--- src/rtl/vprc_pkg.sv ---
// Package: shared register offsets, slot state encoding and the decoded
// bus command used by the run/stop controller.
// Assumes: byte addresses, windows 256 bytes apart.
package vprc_pkg;

    localparam logic [7:0] OFS_START  = 8'h00;
    localparam logic [7:0] OFS_HALT   = 8'h08;
    localparam logic [7:0] OFS_STATUS = 8'h10;
    localparam int         WIN_SHIFT  = 8;
    localparam int         NUM_WIN    = 2;

    typedef enum logic [1:0] {
        SLOT_IDLE    = 2'd0,
        SLOT_PENDING = 2'd1,
        SLOT_RUNNING = 2'd2
    } slot_state_t;

    typedef struct packed {
        logic start_wr;
        logic halt_wr;
        logic status_rd;
        logic any_rd;
    } bus_cmd_t;

endpackage

--- src/rtl/vprc_decode.sv ---
// Module: address decoder for the two aliased register windows.
// Assumes: ADDR_W > WIN_SHIFT; window index taken from address bits above
// the 256-byte window, offset from the low byte; exact offset match only.
module vprc_decode
    import vprc_pkg::*;
#(
    parameter int ADDR_W = 12
) (
    input  logic              req_valid,
    input  logic              req_write,
    input  logic [ADDR_W-1:0] req_addr,
    output bus_cmd_t          cmd
);
    localparam int WIN_W = ADDR_W - WIN_SHIFT;

    logic [WIN_W-1:0] win;
    logic [7:0]       ofs;
    logic             win_ok;

    assign win = req_addr[ADDR_W-1:WIN_SHIFT];
    assign ofs = req_addr[WIN_SHIFT-1:0];

    // Purpose: accept either window and decode the register offset.
    always_comb begin
        win_ok        = (win < WIN_W'(NUM_WIN));
        cmd.start_wr  = req_valid &&  req_write && win_ok && (ofs == OFS_START);
        cmd.halt_wr   = req_valid &&  req_write && win_ok && (ofs == OFS_HALT);
        cmd.status_rd = req_valid && !req_write && win_ok && (ofs == OFS_STATUS);
        cmd.any_rd    = req_valid && !req_write;
    end

endmodule

--- src/rtl/vprc_slot.sv ---
// Module: per-processor run/stop state machine.
// Idle -> pending on a start command; pending -> running on acknowledge;
// pending -> idle on a halt command (cancel); running -> idle on a halt
// command with a one-cycle halt pulse. Assumes start and halt commands
// never arrive together (single bus).
module vprc_slot
    import vprc_pkg::*;
#(
    parameter bit START_ON_RESET = 1'b0
) (
    input  logic clk,
    input  logic rst_n,
    input  logic start_cmd,
    input  logic halt_cmd,
    input  logic ack,
    output logic reset_req,
    output logic run_en,
    output logic halt_req
);
    slot_state_t state;

    // Purpose: advance the slot state and produce the halt pulse.
    always_ff @(posedge clk) begin
        if (!rst_n) begin
            state    <= START_ON_RESET ? SLOT_PENDING : SLOT_IDLE;
            halt_req <= 1'b0;
        end else begin
            halt_req <= 1'b0;
            unique case (state)
                SLOT_IDLE: begin
                    if (start_cmd) state <= SLOT_PENDING;
                end
                SLOT_PENDING: begin
                    if (halt_cmd)  state <= SLOT_IDLE;
                    else if (ack)  state <= SLOT_RUNNING;
                end
                SLOT_RUNNING: begin
                    if (halt_cmd) begin
                        state    <= SLOT_IDLE;
                        halt_req <= 1'b1;
                    end
                end
                default: state <= SLOT_IDLE;
            endcase
        end
    end

    assign reset_req = (state == SLOT_PENDING);
    assign run_en    = (state == SLOT_RUNNING);

endmodule

--- src/rtl/vprc_readback.sv ---
// Module: registered read response for the status register.
// Returns the running mask for a status read, zero for any other read.
// Assumes: NUM_VP <= DATA_W.
module vprc_readback
    import vprc_pkg::*;
#(
    parameter int NUM_VP = 1,
    parameter int DATA_W = 64
) (
    input  logic              clk,
    input  logic              rst_n,
    input  bus_cmd_t          cmd,
    input  logic [NUM_VP-1:0] running,
    output logic              rsp_valid,
    output logic [DATA_W-1:0] rsp_rdata
);
    // Purpose: capture read data one cycle after a read request.
    always_ff @(posedge clk) begin
        if (!rst_n) begin
            rsp_valid <= 1'b0;
            rsp_rdata <= '0;
        end else begin
            rsp_valid <= cmd.any_rd;
            if (cmd.any_rd)
                rsp_rdata <= cmd.status_rd ? DATA_W'(running) : '0;
        end
    end

endmodule

--- src/rtl/vp_run_ctrl.sv ---
// Module: top of the multi-core run/stop controller.
// Decodes the aliased register windows, trims write masks to NUM_VP,
// fans commands out to one slot per processor and returns status reads.
// Assumes: NUM_VP in 1..DATA_W; START_MASK has no bit at or above NUM_VP.
module vp_run_ctrl
    import vprc_pkg::*;
#(
    parameter int          NUM_VP     = 1,
    parameter logic [63:0] START_MASK = 64'h1,
    parameter int          ADDR_W     = 12,
    parameter int          DATA_W     = 64
) (
    input  logic              clk,
    input  logic              rst_n,
    input  logic              req_valid,
    output logic              req_ready,
    input  logic              req_write,
    input  logic [ADDR_W-1:0] req_addr,
    input  logic [DATA_W-1:0] req_wdata,
    output logic              rsp_valid,
    output logic [DATA_W-1:0] rsp_rdata,
    input  logic [NUM_VP-1:0] reset_ack,
    output logic [NUM_VP-1:0] reset_req,
    output logic [NUM_VP-1:0] run_en,
    output logic [NUM_VP-1:0] halt_req
);
    // Elaboration-time parameter checks.
    if (NUM_VP < 1 || NUM_VP > DATA_W) begin : g_bad_count
        $error("vp_run_ctrl: NUM_VP out of range");
    end
    if (NUM_VP < 64) begin : g_mask_chk
        if ((START_MASK >> NUM_VP) != 64'h0) begin : g_bad_start
            $error("vp_run_ctrl: START_MASK names a processor beyond NUM_VP");
        end
    end

    bus_cmd_t          cmd;
    logic [NUM_VP-1:0] vp_mask;

    assign req_ready = 1'b1;
    assign vp_mask   = req_wdata[NUM_VP-1:0];

    // Mask bits above the processor count are dropped here.
    if (NUM_VP < DATA_W) begin : g_trim
        logic unused_high_bits;
        assign unused_high_bits = ^req_wdata[DATA_W-1:NUM_VP];
    end

    vprc_decode #(.ADDR_W(ADDR_W)) u_decode (
        .req_valid (req_valid),
        .req_write (req_write),
        .req_addr  (req_addr),
        .cmd       (cmd)
    );

    for (genvar i = 0; i < NUM_VP; i++) begin : g_slot
        vprc_slot #(.START_ON_RESET(START_MASK[i])) u_slot (
            .clk       (clk),
            .rst_n     (rst_n),
            .start_cmd (cmd.start_wr & vp_mask[i]),
            .halt_cmd  (cmd.halt_wr & vp_mask[i]),
            .ack       (reset_ack[i]),
            .reset_req (reset_req[i]),
            .run_en    (run_en[i]),
            .halt_req  (halt_req[i])
        );
    end

    vprc_readback #(.NUM_VP(NUM_VP), .DATA_W(DATA_W)) u_readback (
        .clk       (clk),
        .rst_n     (rst_n),
        .cmd       (cmd),
        .running   (run_en),
        .rsp_valid (rsp_valid),
        .rsp_rdata (rsp_rdata)
    );

endmodule

--- config.mk ---
export PLATFORM = sky130hd
export DESIGN_NAME = vp_run_ctrl
export DESIGN_NICKNAME = d
export VERILOG_FILES = /design/src/rtl/vprc_pkg.sv /design/src/rtl/vprc_decode.sv /design/src/rtl/vprc_slot.sv /design/src/rtl/vprc_readback.sv /design/src/rtl/vp_run_ctrl.sv
export SDC_FILE = /design/constraint.sdc
export NUM_CORES = 1
export LEC_CHECK = 0
export ABC_AREA = 1
export BUFFER_PORTS_ARGS = -buffer_cell sky130_fd_sc_hd__buf_2
export CORE_AREA = 2 2 57 59
export CTS_BUF_LIST = sky130_fd_sc_hd__clkbuf_4 sky130_fd_sc_hd__clkbuf_8
export DETAILED_ROUTE_END_ITERATION = 7
export DIE_AREA = 0 0 59 61
export PLACE_DENSITY = 0.83
export SLEW_MARGIN = 20
export SYNTH_ARGS = -nofsm -noshare
export SYNTH_HDL_FRONTEND = slang
export SYNTH_SLANG_ARGS = --single-unit
--- constraint.sdc ---
create_clock -name clk -period 2.66 [get_ports clk]
set_clock_uncertainty 0.05 [all_clocks]
set_input_delay 0.399 -clock clk [delete_from_list [all_inputs] [get_ports clk]]
set_output_delay 0.399 -clock clk [all_outputs]
set_load 0.05 [all_outputs]
==> impl_metrics.ini <==
[grt]
grt_pass1_wl_um = 1380
grt_start_max_net_pins = 6
grt_overflow = 0
first_global_vias = 372
antenna_found_initial = 0
grtUsageTotal_pct = 4.95

[finish]
syn2layout_area_growth_pct = -8.98
instances_no_fill = 174
fin_area_um2 = 723
regArea_um2 = 100
fin_nets = 223
multi_input_area_um2 = 409
drive_gt1_share_pct = 19.9
fillers = 328
insertedDiodeCount = 0

[synth]
ys_top_cells_by_count = buf_4, nor2_1, inv_1
netlist_area_um2 = 795
ys_ff_latch = 5
yosysTopAreaCellShare_pct = 60.5
synth_compound_area_share_pct = 1.26
synth_most_common_cell = buf_4
yosys.area.top_type = buf_4
async_reset_ff_share_pct = 0
synth_top_family_by_area = buffers and inverters
synth_fa_ha_area_share_pct = 0
syn_avg_cell_area_um2 = 6.73
yosysWarningCount = 0
synth-simple-area-share_pct = 20.0
ys_seq_area_share_pct = 12.6
synth_flop_cell = dfxtp_1
synth_xor_xnor_area_share_pct = 0
ys_types = 13
synth.area.top_cells = buf_4, dfxtp_1, nor2_1
muxShareOfSynthArea_pct = 0
synth-edff-count = 0
synthCells = 118

[detailed_routing]
dr.pass1.iters = 4
dr_wl_met3_um = 245
wl_met1_um = 408
drc = 0
wl_um = 1130
via_count = 584
wl_met2_um = 480
wl_per_cell_um = 6.52
top_layer = met3
first_iter_violations = 49
ant_nets = 0
avgViaCountPerCell = 3.36

[critical_path]
cp_max_fo = 4
cp-startpoint = g_slot[0].u_slot.state[1]
crit_type = reg -> out
r2r_start = g_slot[0].u_slot.state[1]
crit_family = buffers and inverters
crit_required_ps = 2210
cp-start-kind = register
end_kind = output pin
crit_chain = inv_1 -> nor2_1 -> buf_2
arrival_ps = 1180
crit_path_top_delay_cell = dfxtp_1
max_stage_delay_ps = 380
critPathBufInv = 2

[cts]
clk_path_buf_depth = 2
cts.sinks = 5
cts_setup_buffers = 0
cts_resized = 0
clk_latency_ps = 240
cts_buffers = 3
htreeDepth = 1
root_buffer = clkbuf_4
clk_pin_slew_ps = 40
cts_tree = done
postCtsHoldBufs = 0

[pwr]
power_leakage_nw = 0.457
ir_drop_uv = 99.3
switchingPower_uw = 258
comb_power_share_pct = 57.7
power_uw = 419
clock_power_share_pct = 23.0
p_per_area_nw_per_um2 = 580
switching_share_pct = 61.5
pwr-share-seq_pct = 19.3
internal_power_uw = 162

[die]
fp-row-count = 20
coreArea_um2 = 2950
dieHeight_um = 61
ioPinCount = 150
start_util_pct = 26.9
dieArea_um2 = 3600
die-width_um = 59

[timing]
hold_slack_ps = 318
hold_viol = 0
period_share_pct = 61.4
clock.fmax_mhz = 612
finalMaxSlewViolations = 0
finalWorstPathRequiredPeriod_ps = 1630
tns_ps = 0
finalSetupViolCount = 0
rsz0062_at_grt = no

[placed_design]
place.gp.congestion = 0.826
dp_hpwl_um = 1030
post-place-cells = 170
place_area_um2 = 693
port_buffers = 21

[worst_hold_path]
hold_class = in -> reg
min_from = rst_n

[run_status]
outcome = complete, no violations

[flow_run]
drv_cap = 0
[area by class of cell]
class | instances | area share (%)
multi-input cells | 101 | 56.6
repair buffers | 21 | 14.5
flip-flops and latches | 5 | 13.8
well taps | 33 | 5.71
inverters | 10 | 5.19
clock buffers | 4 | 4.15
[final timing paths]
kind                            depth (start not counted)                         to  slack (ps)
worst max-delay path                                    3                     run_en        1030
worst min-delay path                                    2  g_slot[0].u_slot.state[0]         320
worst max register to register                          5  g_slot[0].u_slot.state[0]        1560
worst min register to register                          2    u_readback.rsp_rdata[0]         420
[worst reg2reg max path: stages, from the launching register on]
cell     delay [ps]
dfxtp_1         380
inv_1            90
nor2_1          180
nand2_1         110
nand4_1         110
nand3_1          70
[stage by stage]
stage / setup WS, ps / util, %
floorplan: 1050 / -
global placement: 1320 / 23.5
detailed placement: 1300 / 23.5
CTS: 1030 / 24.5
global route: 949 / 24.5
finish: 1030 / 24.5
[sequential cells by signal, summed over array words and instances (netlist names)]
| signal | count |
|---|---|
| g_slot.u_slot.state | 2 |
| g_slot.u_slot.halt_req | 1 |
| u_readback.rsp_rdata | 1 |
| u_readback.rsp_valid | 1 |
[power by group through the flow]
| stage | Sequential [mW] | Combinational [mW] | Clock [mW] |
|---|---|---|---|
| finish | 0.0809 | 0.242 | 0.0966 |
| global placement | 0.0819 | 0.238 | 0 |
| detailed placement | 0.0820 | 0.239 | 0 |
| CTS | 0.0807 | 0.240 | 0.102 |
| global route | 0.0810 | 0.252 | 0.107 |
| floorplan | 0.0837 | 0.292 | 0 |
[metal layers]
metal / vias to the layer above / GRT usage [%]
met5: - / 0
met4: 0 / 0.974
met3: 0 / 1.71
met2: 78 / 9.05
met1: 228 / 5.60
li1: 278 / -
[cells by family (layout without fill, tap and decap cells)]
group,Yosys count,count (layout)
DFF,5,5
and+or+nand+nor,35,35
buffers and inverters,74,35
AOI/OAI and AO/OA,2,2
other,2,64
[layout by cell type, fill, tap and decap left out]
master,count
a21oi_1,2
buf_2,21
clkbuf_4,4
conb_1,64
dfxtp_1,5
inv_1,10
nand2_1,9
nand3_1,4
nand3_2,1
nand4_1,3
nor2_1,14
nor2_2,2
nor3_1,1
nor4_1,1
Power figures use the tool's default switching activity.
